File: src/rtl/pq_pkg.sv
// Package: shared encodings for the prefetch queue.
// Assumes: the status code values are fixed by the requirements and are
// decoded by neighbouring logic, so they must not be renumbered.
package pq_pkg;
    typedef enum logic [1:0] {
        MV_NONE    = 2'b00,
        MV_LATCH   = 2'b01,
        MV_ADV_BUS = 2'b10,
        MV_ADV_BUF = 2'b11
    } move_t;
endpackage

File: src/rtl/pq_ctrl.sv
// Module: pq_ctrl
// Purely combinational decision logic. It chooses this cycle's data movement
// from the advance request, the bus strobe and the buffer state.
// Assumes: the buffer state comes from pq_hold_buf in the same cycle.
module pq_ctrl
    import pq_pkg::*;
(
    input  logic  adv,
    input  logic  bus_vld,
    input  logic  buf_vld,
    output logic  use_buf,
    output logic  buf_load,
    output logic  buf_clr,
    output move_t move
);
    // Choose the refill source, the buffer action and the status code.
    always_comb begin
        use_buf  = 1'b0;
        buf_load = 1'b0;
        buf_clr  = 1'b0;
        move     = MV_NONE;
        if (adv) begin
            if (buf_vld) begin
                use_buf  = 1'b1;
                move     = MV_ADV_BUF;
                buf_clr  = !bus_vld;
                buf_load = bus_vld;
            end else begin
                move     = MV_ADV_BUS;
            end
        end else if (bus_vld) begin
            move     = MV_LATCH;
            buf_load = !buf_vld;
        end
    end
endmodule

File: src/rtl/pq_hold_buf.sv
// Module: pq_hold_buf
// A one-word holding register with a valid flag. A load takes priority
// over a clear.
// Assumes: the control logic never loads over a word that nobody consumes.
module pq_hold_buf #(
    parameter int W = 16
) (
    input  logic         clk,
    input  logic         rst_n,
    input  logic         load,
    input  logic         clr,
    input  logic [W-1:0] din,
    output logic [W-1:0] dout,
    output logic         vld
);
    // Hold the parked word and track whether it is present.
    always_ff @(posedge clk) begin
        if (!rst_n) begin
            dout <= '0;
            vld  <= 1'b0;
        end else if (load) begin
            dout <= din;
            vld  <= 1'b1;
        end else if (clr) begin
            vld  <= 1'b0;
        end
    end


    full_word_kept_chk: assert property (@(posedge clk) disable iff (!rst_n)
        (vld && !load) |=> $stable(dout));


    load_sets_valid_chk: assert property (@(posedge clk) disable iff (!rst_n)
        load |=> (vld && dout == $past(din)));
endmodule

File: src/rtl/pq_stages.sv
// Module: pq_stages
// A shift chain of DEPTH word stages. Stage 0 is the head. The last stage
// is loaded from the refill path on an advance.
// Assumes: DEPTH is at least 2.
module pq_stages #(
    parameter int W     = 16,
    parameter int DEPTH = 2
) (
    input  logic         clk,
    input  logic         rst_n,
    input  logic         adv,
    input  logic [W-1:0] fill_data,
    input  logic         fill_vld,
    output logic [W-1:0] st_data [DEPTH],
    output logic         st_vld  [DEPTH]
);
    localparam int LAST = DEPTH - 1;

    for (genvar i = 0; i < DEPTH; i++) begin : g_stage
        logic [W-1:0] nxt_d;
        logic         nxt_v;
        if (i == LAST) begin : g_tail
            assign nxt_d = fill_data;
            assign nxt_v = fill_vld;
        end else begin : g_body
            assign nxt_d = st_data[i+1];
            assign nxt_v = st_vld[i+1];
        end
        // Shift one word toward the head on an advance.
        always_ff @(posedge clk) begin
            if (!rst_n) begin
                st_data[i] <= '0;
                st_vld[i]  <= 1'b0;
            end else if (adv) begin
                st_data[i] <= nxt_d;
                st_vld[i]  <= nxt_v;
            end
        end
    end


    head_shift_chk: assert property (@(posedge clk) disable iff (!rst_n)
        adv |=> (st_data[0] == $past(st_data[1]) && st_vld[0] == $past(st_vld[1])));


    hold_when_idle_chk: assert property (@(posedge clk) disable iff (!rst_n)
        !adv |=> ($stable(st_data[0]) && $stable(st_vld[0])
                  && $stable(st_data[LAST]) && $stable(st_vld[LAST])));
endmodule

File: src/rtl/prefetch_queue.sv
// Module: prefetch_queue (top)
// A two-stage instruction prefetch queue with a one-word holding buffer and
// a registered data-movement status code.
// Assumes: bus_data is only meaningful while bus_vld is high.
module prefetch_queue
    import pq_pkg::*;
#(
    parameter int W     = 16,
    parameter int DEPTH = 2
) (
    input  logic         clk,
    input  logic         rst_n,
    input  logic         bus_vld,
    input  logic [W-1:0] bus_data,
    input  logic         adv,
    output logic [W-1:0] head_data,
    output logic         head_vld,
    output logic [W-1:0] stg1_data,
    output logic         stg1_vld,
    output logic [1:0]   move_code
);
    localparam int LAST = DEPTH - 1;

    logic         use_buf, buf_load, buf_clr, buf_vld;
    logic [W-1:0] buf_data;
    move_t        move, move_q;
    logic [W-1:0] fill_data;
    logic         fill_vld;
    logic [W-1:0] st_data [DEPTH];
    logic         st_vld  [DEPTH];

    pq_ctrl u_ctrl (
        .adv      (adv),
        .bus_vld  (bus_vld),
        .buf_vld  (buf_vld),
        .use_buf  (use_buf),
        .buf_load (buf_load),
        .buf_clr  (buf_clr),
        .move     (move)
    );

    pq_hold_buf #(.W(W)) u_buf (
        .clk   (clk),
        .rst_n (rst_n),
        .load  (buf_load),
        .clr   (buf_clr),
        .din   (bus_data),
        .dout  (buf_data),
        .vld   (buf_vld)
    );

    // Pick the refill word: the buffer first, otherwise the bus.
    always_comb begin
        fill_data = use_buf ? buf_data : bus_data;
        fill_vld  = use_buf ? 1'b1     : bus_vld;
    end

    pq_stages #(.W(W), .DEPTH(DEPTH)) u_stages (
        .clk       (clk),
        .rst_n     (rst_n),
        .adv       (adv),
        .fill_data (fill_data),
        .fill_vld  (fill_vld),
        .st_data   (st_data),
        .st_vld    (st_vld)
    );

    // Register the status code so it lines up with the updated stages.
    always_ff @(posedge clk) begin
        if (!rst_n) move_q <= MV_NONE;
        else        move_q <= move;
    end

    assign head_data = st_data[0];
    assign head_vld  = st_vld[0];
    assign stg1_data = st_data[LAST];
    assign stg1_vld  = st_vld[LAST];
    assign move_code = move_q;


    reset_state_chk: assert property (@(posedge clk)
        !rst_n |=> (move_code == 2'b00 && !head_vld && !stg1_vld));


    adv_from_buf_chk: assert property (@(posedge clk) disable iff (!rst_n)
        (adv && buf_vld) |=> (move_code == 2'b11 && stg1_vld
                              && stg1_data == $past(buf_data)));


    adv_from_bus_chk: assert property (@(posedge clk) disable iff (!rst_n)
        (adv && !buf_vld) |=> (move_code == 2'b10 && stg1_vld == $past(bus_vld)
                               && stg1_data == $past(bus_data)));


    latch_code_chk: assert property (@(posedge clk) disable iff (!rst_n)
        (!adv && bus_vld) |=> (move_code == 2'b01 && buf_vld));


    idle_code_chk: assert property (@(posedge clk) disable iff (!rst_n)
        (!adv && !bus_vld) |=> move_code == 2'b00);
endmodule

File: config.mk
export PLATFORM = sky130hd
export DESIGN_NAME = prefetch_queue
export DESIGN_NICKNAME = d
export VERILOG_FILES = /design/src/rtl/pq_pkg.sv /design/src/rtl/pq_ctrl.sv /design/src/rtl/pq_hold_buf.sv /design/src/rtl/pq_stages.sv /design/src/rtl/prefetch_queue.sv
export SDC_FILE = /design/constraint.sdc
export NUM_CORES = 1
export LEC_CHECK = 0
export BUFFER_PORTS_ARGS = -buffer_cell sky130_fd_sc_hd__clkbuf_2
export CAP_MARGIN = 20
export CORE_MARGIN = 1
export CORE_UTILIZATION = 50
export DETAILED_ROUTE_END_ITERATION = 7
export HOLD_SLACK_MARGIN = 0.1
export PLACE_DENSITY = 0.76
export SLEW_MARGIN = 20
export SYNTH_ARGS = -nofsm -noshare
export SYNTH_HDL_FRONTEND = slang
export SYNTH_SLANG_ARGS = --single-unit
export TNS_END_PERCENT = 5
File: constraint.sdc
create_clock -name clk -period 1.6 [get_ports clk]
set_input_delay 0.08 -clock clk [delete_from_list [all_inputs] [get_ports clk]]
set_output_delay 0.08 -clock clk [all_outputs]
set_load 0.02 [all_outputs]
[Yosys cells after proc, flatten, opt, wreduce, memory -nomap -nowiden]
Cells that the tools add are included.
Operators by class
  reductions and logical operators: 3
  mux-type cells: 14
Operator list (number)
  $mux W16: 1
  $mux W1: 12
  $logic_not A1 Y1: 2
  $mux W2: 1
  $reduce_bool A2 Y1: 1
Word-level totals
  output and inout bits: 36
  register bits: 53

[Logic depth before layout (Yosys ltp)]
Gate-level depths: netlist (run 1).
  word-level depth: 5
  depth in mapped cells: 6

[Cells and area by module]
From an unflattened synthesis (run 1), not the netlist that was laid out.
Unflattened totals
  cell total of the unflattened synthesis: 192
  area, all modules: 2328.5 um^2
By module, submodules not included
  pq_stages: cells an instance 110, instances 1, seq. area each 680.7 um^2, area each 1323.8 um^2
  pq_hold_buf: cells an instance 54, instances 1, seq. area each 340.3 um^2, area each 649.4 um^2
  prefetch_queue: cells an instance 23, instances 1, seq. area each 40.0 um^2, area each 304.0 um^2
  pq_ctrl: cells an instance 5, instances 1, seq. area each 0.0 um^2, area each 51.3 um^2

[Worst setup path after synthesis (run 1)]
Ideal clock, no wire load.
  kind: reg2reg
  from: reg u_buf.vld
  to: reg u_buf.dout[10]
  stages on the path, launching flop included: 7
  period minus slack after synthesis: 1.234 ns
  path buffers: 2
  slack: 0.366 ns
  arrival time: 1.116 ns
  data required time: 1.482 ns
  library setup time: 0.118 ns
  cells stage by stage: dfxtp_1 -> ha_1 -> nand2b_1 -> buf_2 -> buf_4 -> nand2_1 -> a21boi_2
Between the ends
  cells in the longest elaborated chain, start to end: 3
  elaborated cells between the ends (all ways): 4
  classes of those cells: mux: 3; reduce/logical: 1
Ends and longest elaborated chain
  start, declared: line pq_hold_buf.sv:14  | output logic vld
  start signal, assigned: line pq_hold_buf.sv:20  | vld <= 1'b0;
  start signal, assigned: line pq_hold_buf.sv:23  | vld <= 1'b1;
  start signal, assigned: line pq_hold_buf.sv:25  | vld <= 1'b0;
  $logic_not A1 Y1: line pq_ctrl.sv:33  | buf_load = !buf_vld;
  $mux W1: line pq_ctrl.sv:31  | end else if (bus_vld) begin
  $mux W1 *: line pq_ctrl.sv:22  | if (adv) begin
  end signal, assigned: line pq_hold_buf.sv:22  | dout <= din;
  end, declared: line pq_hold_buf.sv:13  | output logic [W-1:0] dout,
Mark *: on every way between the ends. The rest lies on a longest branch, timed or not.
A chain may end at the register's enable or synchronous reset.

[Final worst setup path (run 1)]
  from: reg u_buf.vld
  to: reg u_buf.dout[2]
The elaborated chain is that of the path after synthesis.

==> results of run 1 <==
flip-flops by register name (all words and copies together), names as in the netlist:
name	cells
u_stages.g_stage.nxt_v	1
move_code	2
u_stages.st_data	16
u_buf.vld	1
u_buf.dout	16
u_stages.st_vld	1
u_stages.g_stage.nxt_d	16
worst max-delay path: stages (launching register included):
cell and delay (ns):
dfxtp_1 0.33, ha_1 0.28, and2b_1 0.19, buf_4 0.21, nand2_1 0.08, a21boi_0 0.15
logic make-up after synthesis:
kind of cell             share of synthesized area
AND/OR/NAND/NOR                              0.121
flip-flops                                   0.494
AO/OA/AOI/OAI                                0.159
multiplexers                                 0.159
buffers and inverters                       0.0623
adder cells (fa/ha/maj)                    0.00583
layout make-up:
cell class,count,area [um2],area share
sequential,53,1060,0.401
multi-input combinational,141,955,0.361
timing repair buffer,76,475,0.180
clock buffer,7,86.3,0.0327
tap,50,62.6,0.0237
inverter,1,3.75,0.00142
through the flow:
step	instance area, um2	setup slack (ns)	hold slack [ns]	utilization
finish	2640	0.303	0.417	0.652
global route	2640	0.177	0.449	0.652
CTS	2640	0.101	0.413	0.651
detailed placement	2380	0.109	0.333	0.588
global placement	2380	0.162	0.325	0.588
floorplan	2150	0.366	0.207	-
report_power, final:
group / internal, mW / leakage [nW] / switching [mW] / total, mW
clock: 0.344 / 0.0443 / 0.389 / 0.733
sequential: 1.40 / 0.436 / 0.0460 / 1.45
combinational: 0.184 / 0.651 / 0.234 / 0.417
total: 1.93 / 1.13 / 0.669 / 2.60
cells in the final DEF, fill, tap and decap left out:
cell           instances
buf_4                  4
inv_1                  1
nand2_1               31
a21boi_0               6
clkbuf_8               6
o21ai_0               18
mux2i_1               34
nand2_2                1
and2_1                 1
ha_1                   1
dlygate4sd3_1         17
clkbuf_1               1
a21boi_2              10
nor2b_1               18
a21boi_1               1
clkbuf_2              55
nand2b_2               1
and2b_1                1
nor2_1                 1
dfxtp_1               53
a21oi_1               17
repair_timing:
action                     4_1_cts  5_1_grt
setup endpoints to repair        0       11
hold buffers                    17        0
hold endpoints to repair        24        0
gates resized for setup          0        1
metal layers:
layer	share of wire	GRT usage	vias to the layer above
li1	-	-	850
met1	0.50	0.211	738
met2	0.46	0.317	32
met3	0.029	0.0355	4
met4	0.016	0.0957	0
met5	0	0	-
path summary, 6_finish.rpt:
path	from	to	slack [ns]	cells past startpoint
worst max register to register	u_buf.vld	u_buf.dout[2]	0.30	5
worst min register to register	u_buf.dout[11]	u_buf.dout[11]	0.47	2
worst min-delay path	adv	u_stages.g_stage[0].nxt_d[0]	0.42	3
worst max-delay path	u_buf.vld	u_buf.dout[2]	0.30	5
==> impl.org, run 1 <==
** Clock network
- TritonCTS built the clock tree.
- Level count of the clock H-tree :: 2
- In this run the clock root is driven by a clkbuf_8.
- Clock Latency Late Sink :: ~0.29 ns
- Sink Count :: 53
- CTS max path bufs :: 2
- After clock tree synthesis, the clock-pin slew on the worst setup and hold paths is 0.09 ns.
- Clock tree synthesis inserted a total of 5 buffers.
- Once the clock tree was built, the setup fixing pass inserted 0 buffers.

** Global routing
- Global routing finished with a remaining overflow of 0.
- The via count of the first global-routing pass came to 1,428.
- Overall global routing resource usage :: 0.183
- Number of antenna violations at the first check in global routing :: 0
- Entering global routing, the biggest net connects 55 pins.
- Global-route wire length before repair :: 6220 um

** Route
- Before antenna repair, the detailed router went through 4 iterations.
- Antenna Violating Nets Remaining :: 0
- Vias per cell :: between 4 and 5
- For this run, design rule violations remaining after detail routing come to 0.
- DR WL/cell :: 11.8 um
- Number of vias after detailed routing :: 1,624
- Drt first-iter violations :: 78
- The final layout contains routed wiring with a total length of slightly below 4000 um.

** Floorplanning
- Row count :: 23
- Horizontal die dimension :: 67.5 um
- After floorplanning, the core was sized to cover 4060 um2.
- Die boundary height :: 67.5 um
- The floorplan step defined a die boundary enclosing 4560 um2.
- During I/O placement, the number of pins put on the boundary was 56.
- Initial Util :: 0.529

** Finish
- Area growth syn-to-layout :: 23.1%
- In the final layout, the share of cells above drive strength 1 is 0.277.
- In the final design database the tool counted 299 nets.
- Leaving out filler cells and counting taps, the final layout contains 328.
- The filler cells instantiated in the layout total 353.
- Antenna cells :: 0

** Power
- Static leakage :: 1.13 nW
- The worst-case IR drop observed on VDD is around 0.5 mV.
- Total power :: 2.60 mW
- For this design the ratio of total power to cell area is 982 nW/um2.

** STA
- Min Clock Period, post-route :: 1.30 ns
- In the final timing run, aggregate negative setup slack is 0 ns.
- Setup violations remaining at the end of the flow were counted as 0.
- Least-Margin Pin Slew :: a little under 0.8 ns
- The number of pins with negative max-slew slack in the final report came to 0.
- Dividing the final minimum period by the clock period gives 0.810.
- On the final layout, the worst clock skew is ~0.0063 ns.
- Headroom to the max-slew limit came out at 0.481.
- Setup repair after global routing left no endpoint under its margin.
- The count of endpoints failing hold in the final timing report came to 0.
- Top achievable clock speed :: 0.771 GHz

** Yosys
- Total number of yosys warnings :: 0
- In this run the cell area of the synthesized design comes to about 2100 um2.
- Synth top area cells :: dfxtp_1 (49%), mux2i_1 (16%), nand2_1 (5.4%)
- Ranking of synthesized cells by instance count :: dfxtp_1 (53), mux2i_1 (34), nand2_1 (31), nor2b_1 (18), o21ai_0 (18)
- The synthesized design contains between 50 and 60 register bits.
- Post-synthesis area per instance :: 10.1 um2
- Number of distinct library cell variants in the gate-level netlist after synthesis :: 22
- Of the synthesized area, sequential elements account for 0.494.
- dfxtp_1 is the most common cell in the netlist.
- Yosys mapped a number of flops with a built-in enable equal to 0.
- Synthesis produced a netlist whose cell count is 212.
- Share of flip-flops with an asynchronous set or reset :: 0
- Of the post-synthesis cell area, the dominant cell type holds 0.494.
- Library cell occupying the most area in the post-synthesis netlist :: dfxtp_1
- For this run, the leading register cell type out of synthesis is dfxtp_1.
- The number of nets in the synthesized netlist is 233.

** Flow run
- Max-cap violations in this run came to 0.

** Place
- Port bufs :: 55
- Routability-driven placement congestion ratio :: 0.714
- Placed wire-length estimate after detailed placement :: 2470 um
- Counting tap cells, the placed design contains a total of around 300 instances.

** Run status
- The run finished with clean final reports.

** Critical path
- STA classifies the critical path startpoint as a flop.
- For the worst setup path, the data required time is 1.82 ns.
- Biggest fanout along the worst timing path :: 16
- Sort of element at the end of the critical path :: flop
- For the worst setup path, the data arrival time is 1.51 ns.
- Critical path class :: reg -> reg

** Hold path
- Worst min path class :: in -> reg
(Power assumes the default switching activity.)
==> run 2, diff against run 1 <==
CORE_UTILIZATION = 47   (was 50)
PLACE_DENSITY = 0.75   (was 0.76)
clock period = 1.04 ns   (was 1.6 ns; I/O delays follow)
==> run 2 against run 1 <==
  * The run now ends with negative setup slack left
  * Utilization decreased by 0.66 points
  * Clock skew down 0.0029 ns
  * Cell count increased by 3.0%
  * Cell area up 7.0%
  * First-iteration DRC count grew 17%
  * Fmax rose by 5.0%
  * Clock-buffer cell count stayed put
  * Sequential share of layout area fell by 2.6 points
  * Critical path depth is the same
  * Register-to-register slack got worse by 0.50 ns
  * Non-clock buffer count is 7 higher
  * Critical path type unchanged
  * Highest routed layer unchanged
==> impl.org, run 2 (synthesized netlist as in run 1, its figures left out) <==
** STA
- The count of endpoints failing hold in the final timing report is 0.
- Top achievable clock speed :: 0.810 GHz
- Count of final setup violators :: 25
- Min Clock Period, post-route :: 1.23 ns
- Max-slew headroom :: 0.756
- For the pin with the worst max-slew slack, the measured transition is 0.367 ns.
- On the final layout, the worst clock skew is 0.00336 ns.
- After layout, the worst setup slack is -0.195 ns.
- Dividing the final minimum period by the clock period gives 1.19.
- Setup repair after global routing missed its margin :: true
- Final Max Tran Viols :: 0

** Floorplanning
- In this run the core area contains 24 standard-cell rows.
- From left edge to right edge, the die measures 69.6 um.
- Die boundary height :: roughly 70 um
- Die area :: 4840 um2
- Initial Util :: 0.490
- After floorplanning, the core was sized to cover 4380 um2.
- Boundary pin count :: 56

** Hold path
- The worst hold path belongs to the class in -> reg.

** Clock network
- CTS built an H-tree with a depth of 2.
- Clock tree synthesis selected as its root buffer the cell clkbuf_8.
- CTS tree :: done
- Sink Count :: 53
- Clock tree synthesis inserted a total of 5 buffers.
- No sink is reached through more buffers than the 2 on the longest clock path.
- Clock latency on the worst-skew pair, taken at its later pin, is between 0.2 and 0.3 ns.
- Clock-pin slew was measured on the worst setup and hold paths at roughly 0.090 ns.

** Route
- After the first detailed-routing iteration, the DRC count stood at 91.
- Wire length reported by the detailed router :: 4140 um
- Remaining routing DRC violations :: 0
- The count of nets left with antenna violations once routing finished came out at 0.
- In the final routed layout, each cell accounts on average for 12.2 um.
- Vias per cell :: 4.84
- The pre-antenna-repair detailed-routing pass consisted of 4 iterations.
- For this block, the via count after detailed routing is approximately 1,600.

** Critical path
- Data arrival time of the critical path :: 1.43 ns
- The worst setup path is captured at a flop.
- The worst setup path is launched from a flop.
- Along the worst path, the maximum fanout reaches 8.
- Required time at the endpoint of the critical path :: between 1 and 1.5 ns
- Critical path class :: reg -> reg

** Power
- Net switching power of the design :: approximately 1.1 mW
- Of the total power, the clock network draws 0.294.
- Pwr per Cell Area :: 1490 nW/um2
- Power share of the sequential group :: 0.528
- Part of the power in combinational logic :: 0.178
- Internal power comes to 3.12 mW.
- Switching share of total power :: 0.260
- Static leakage :: 1.21 nW
- VDD IR-drop max :: between 0.7 and 0.8 mV

** Finish
- Ratio of cells with drive above 1 in the final layout :: 0.346
- Total number of nets in the final design :: 306
- Area growth syn-to-layout :: 31.7%
- Commonest non-fill, non-tap cell in the layout :: clkbuf_2
- Commonest cells after routing, fill and taps aside :: clkbuf_2 (55), dfxtp_1 (52), mux2i_1 (33)
- At the end of the flow the core is filled with cells to 0.645.
- Antenna cells :: 0

** Run status
- Result of the run :: finished, violations left
- Failing checks :: negative setup slack

** Global routing
- Global-route wire length before repair :: 6960 um
- The via count of the first global-routing pass was 1,477.
- Entering global routing, the biggest net connects 54 pins.
- The number of antenna violations at the first check in global routing came to 0.
- Overflow after GRT :: 0
- Overall global routing resource usage :: 0.178

** Place
- Post-place setup slack :: -0.226 ns
- After legalization and detailed placement, the total HPWL measured 2630 um.
- Routability-driven placement congestion ratio :: 0.705
- Input and output buffers added on the ports amount to 55.

** Flow run
- Max-cap violations in this run came to 0.
## run 2: cell count changes in the layout (fill, tap and decap cells not counted), moves of 4 or more
cell      change
nand2_1       -9
a21boi_1      +6
nand2_2       +9
a21boi_0      -6
buf_12        +4
## run 2: layout make-up
type                            instances  area (um2)
Clock buffer                            7        96.3
Clock inverter                          1        5.00
Fill cell                             368        1560
Inverter                                1        3.75
Multi-Input combinational cell        141         996
Sequential cell                        53        1060
Tap cell                               52        65.1
Timing Repair Buffer                   83         599
## run 2: metrics by stage
step                total power [mW]  std cells  cell area (um2)  setup TNS, ns  hold WS (ns)
floorplan                       2.72        212             2150          -3.02         0.179
global placement                2.90        311             2470          -3.86         0.296
detailed placement              2.92        311             2470          -4.94         0.302
CTS                             4.24        337             2810          -3.15       -0.0100
global route                    4.40        338             2830          -4.67         0.146
finish                          4.21        338             2830          -2.97         0.110
## run 2: final timing paths
kind / start / end / slack [ns] / cells after the start
worst max-delay path: u_buf.vld / u_buf.dout[12] / -0.19 / 5
worst min-delay path: bus_vld / u_buf.vld / 0.11 / 3
worst max register to register: u_buf.vld / u_buf.dout[12] / -0.19 / 5
worst min register to register: u_buf.dout[2] / u_buf.dout[2] / 0.46 / 2
## run 2: metal layers
layer	routed length, um	GRT usage	part of all wire
met5	0	0	0
met4	48	0.0612	0.012
met3	100	0.0262	0.024
met2	2060	0.294	0.50
met1	1930	0.238	0.47
## run 2: timing repair
item / in CTS / in global routing
buffers inserted: 1 / 0
hold buffers: 16 / 1
endpoints found under the hold margin: 33 / 2
endpoints found under the setup margin: 34 / 33
cloned: 1 / 0
resized for setup: 18 / 5
pin swaps: 4 / 12
## run 2: worst max-delay path, cell delays in order (launching register included)
cell and delay, ns:
dfxtp_2 0.35, ha_4 0.26, and2b_2 0.25, clkbuf_16 0.17, nand2_2 0.07, a21boi_2 0.04
## run 2: power groups by stage
stage / combinational, mW / sequential [mW] / clock, mW
final: 0.748 / 2.23 / 1.24
after CTS: 0.748 / 2.23 / 1.27
after global routing: 0.810 / 2.24 / 1.35
after detailed placement: 0.647 / 2.27 / 0
after floorplan: 0.356 / 2.36 / 0
after global placement: 0.637 / 2.27 / 0
==> run 3, diff against run 2 <==
CELL_PAD_IN_SITES_DETAIL_PLACEMENT = 1   (was unset)
CELL_PAD_IN_SITES_GLOBAL_PLACEMENT = 2   (was unset)
CORE_UTILIZATION = 28   (was 47)
PLACE_DENSITY = unset   (was 0.75)
PLACE_DENSITY_LB_ADDON = 0.1   (was unset)
==> run 3 against run 2 <==
  * Critical endpoint is now u_buf.dout[5]
  * Largest power group unchanged
  * The flow still finishes with violations (negative setup slack)
  * Die area is 66% higher
  * Via count is 1.6% higher
  * Setup slack worse by 0.0067 ns
==> impl.org, run 3 (synthesized netlist as in run 1, its figures left out) <==
** Run status
- The run finished, with violations left.
- Failing checks :: negative setup slack

** STA
- Headroom to the max-slew limit came out at 0.850.
- Count of final setup violators :: 28
- Final Hold Violating Endpoints :: 0
- Static timing analysis puts the maximum clock frequency at 0.805 GHz.
- Across all setup checks in the final design, the least slack found is -0.201 ns.
- Final hold analysis gives a worst-case slack of 0.00476 ns.
- For the pin with the worst max-slew slack, the measured transition is 0.223 ns.
- The number of pins with negative max-slew slack in the final report came to 0.
- For the final database, setup skew stands at 0.0107 ns.
- Of the available clock period, the critical path in the final layout requires 1.19.
- Setup repair after global routing missed its margin :: true
- Min Clock Period, post-route :: 1.24 ns

** Route
- The detailed router finished its first iteration with 43 violations.
- Router iterations before antenna repair :: 3
- DR WL/cell :: 12.6 um
- Wire length reported by the detailed router :: 4870 um
- The final route contains 1,664 vias.
- Vias per cell :: 4.31
- The detail route stage leaves a number of antenna-violating nets equal to 0.
- For this run, design rule violations remaining after detail routing come to 0.

** Global routing
- Number of antenna violations at the first check in global routing :: 0
- Overall global routing resource usage :: 0.133
- Global routing finished with a remaining overflow of 0.
- In this run the most used layer during global routing was met2.
- Number of global-route vias before repair :: ~1,700
- Met1 Use GR :: 0.177
- Global-route wire length before repair :: between 8000 and 9000 um
- Largest net degree at the start of global routing :: 54
- Met3 Resource Use GR :: 0.0314
- For this run, global-route usage on met2 was measured as 0.217.

** Floorplanning
- Initial Util :: 0.293
- The die is 89.6 um wide.
- In this run the standard cell core region covers 7330 um2.
- Die area :: 8020 um2
- Boundary pin count :: 56
- Row count :: 31
- Die boundary height :: 89.6 um

** Clock network
- Root buffer selected by CTS :: clkbuf_8
- For this design, the CTS-stage hold fixing added 16 buffers.
- Clock Latency Late Sink :: 0.30 ns
- Sink Count :: 53
- TritonCTS created 5 clock buffers.
- In this run the deepest clock path goes through 2 buffers.
- In this run the number of H-tree levels came out at 2.
- Clock-pin slew reported for the worst setup and hold paths after clock tree synthesis :: 0.10 ns
- CTS tree :: done

** Hold path
- Worst min path class :: in -> reg

** Flow run
- Max-cap violations in this run came to 0.

** Critical path
- The worst setup path is launched from a flop.
- Counting both buffers and inverters, the worst setup path holds a total of 1.
- In this design, the largest share of critical-path delay is due to flip-flops.
- Critical path class :: reg -> reg
- Data on the critical path is required at its endpoint by ~1.3 ns.
- Worst path cell trace :: ha_4 > and2b_4 > buf_16 > nand2_2 > a21boi_2
- The slowest stage of the critical path is the dfxtp_2 cell.
- In this run the worst path has a maximum fanout of 6.
- STA classifies the critical path endpoint as a flop.
- In this design, the stage delay of the slowest critical-path cell is 0.37 ns.
- Data arrival time of the critical path :: 1.48 ns

** Finish
- Leaving out filler cells and counting taps, the final layout contains 386.
- Total number of nets in the final design :: 307
- Leaving out fill and tap cells, the most frequent cells in the layout are clkbuf_2 (55), dfxtp_1 (52), mux2i_1 (32).
- Antenna cells :: 0
- After filler insertion, the fill cell instance count of the layout stands at 849.
- Compared with the post-synthesis result, the final layout area differs by 34.8%.
- Of the cells placed in the final design, the portion with a size suffix greater than 1 is 0.348.
- Once layout is complete, the utilization of the core stands at 0.395.
- Commonest non-fill, non-tap cell in the layout :: clkbuf_2

** Power
- Pwr per Cell Area :: between 1000 and 1500 nW/um2
- The share of total power dissipated in combinational logic is 0.188.
- Power Internal :: 3.00 mW
- Summed over all cells, the static leakage comes to roughly 1.2 nW.
- VDD sags by at most 0.902 mV.
- Of the total power, registers draw 0.539.
- Net switching power of the design :: around 1.1 mW
- The share of total power dissipated in the clock network is 0.273.
- The design draws 4.13 mW.
- Of the total power, the share spent switching nets is 0.274.

** Place
- Instance count after placement with tap cells included :: 361
- Placed wire-length estimate after detailed placement :: 3300 um
- Port bufs :: 55
- Routability-driven placement finished with a final weighted congestion of 0.631.
==> run 3: cell types whose count changed in the layout (fill, tap and decap cells not counted), moves of 2 or more <==
cell / delta
nand2_1: +4
buf_6: +4
a21boi_1: -2
buf_4: -2
nand2_2: -4
a21boi_2: +2
clkbuf_8: -2
==> run 3: metal layers <==
layer,vias up,wire (um)
met1,763,2440
li1,863,-
met3,3,183
met5,-,0
met2,35,2230
met4,0,14
==> run 3: worst register-to-register path, cell delays in order (launching register included) <==
cell	delay, ns
dfxtp_2	0.37
ha_4	0.20
and2b_4	0.31
buf_16	0.14
nand2_2	0.05
a21boi_2	0.11
==> run 3: repair_timing <==
item                       CTS  global route
gates resized for setup     19             8
buffers inserted             0             0
hold endpoints to repair    32             1
gates cloned                 1             0
pin swaps                    7             4
setup endpoints to repair   33            33
==> run 3: power groups by stage <==
stage                     clock network, mW  registers (mW)  logic [mW]
after global routing                   1.29            2.25       0.860
after detailed placement                  0            2.28       0.676
after floorplan                           0            2.36       0.356
after global placement                    0            2.27       0.671
after CTS                              1.19            2.23       0.780
final                                  1.13            2.23       0.775
==> run 3: final timing paths <==
path                 start        endpoint  slack (ns)  depth (start not counted)
max              u_buf.vld   u_buf.dout[5]       -0.20                          5
min           bus_data[10]  u_buf.dout[10]       0.005                          3
max reg2reg      u_buf.vld   u_buf.dout[5]       -0.20                          5
min reg2reg  u_buf.dout[0]   u_buf.dout[0]        0.46                          2
==> run 3: layout make-up <==
type	count	area, um2	share of cell area
Inverter	1	3.75	0.00130
Clock buffer	6	72.6	0.0251
Multi-Input combinational cell	141	1000	0.346
Tap cell	99	124	0.0428
Timing Repair Buffer	84	622	0.215
Clock inverter	2	10.0	0.00346
Sequential cell	53	1060	0.367
==> run 3: stage by stage <==
step | area [um2] | setup WS [ns] | setup TNS, ns
detailed placement | 2560 | -0.242 | -4.77
CTS | 2870 | -0.225 | -3.57
global placement | 2560 | -0.181 | -4.27
finish | 2900 | -0.201 | -3.19
global route | 2900 | -0.281 | -5.46
floorplan | 2150 | -0.171 | -3.02
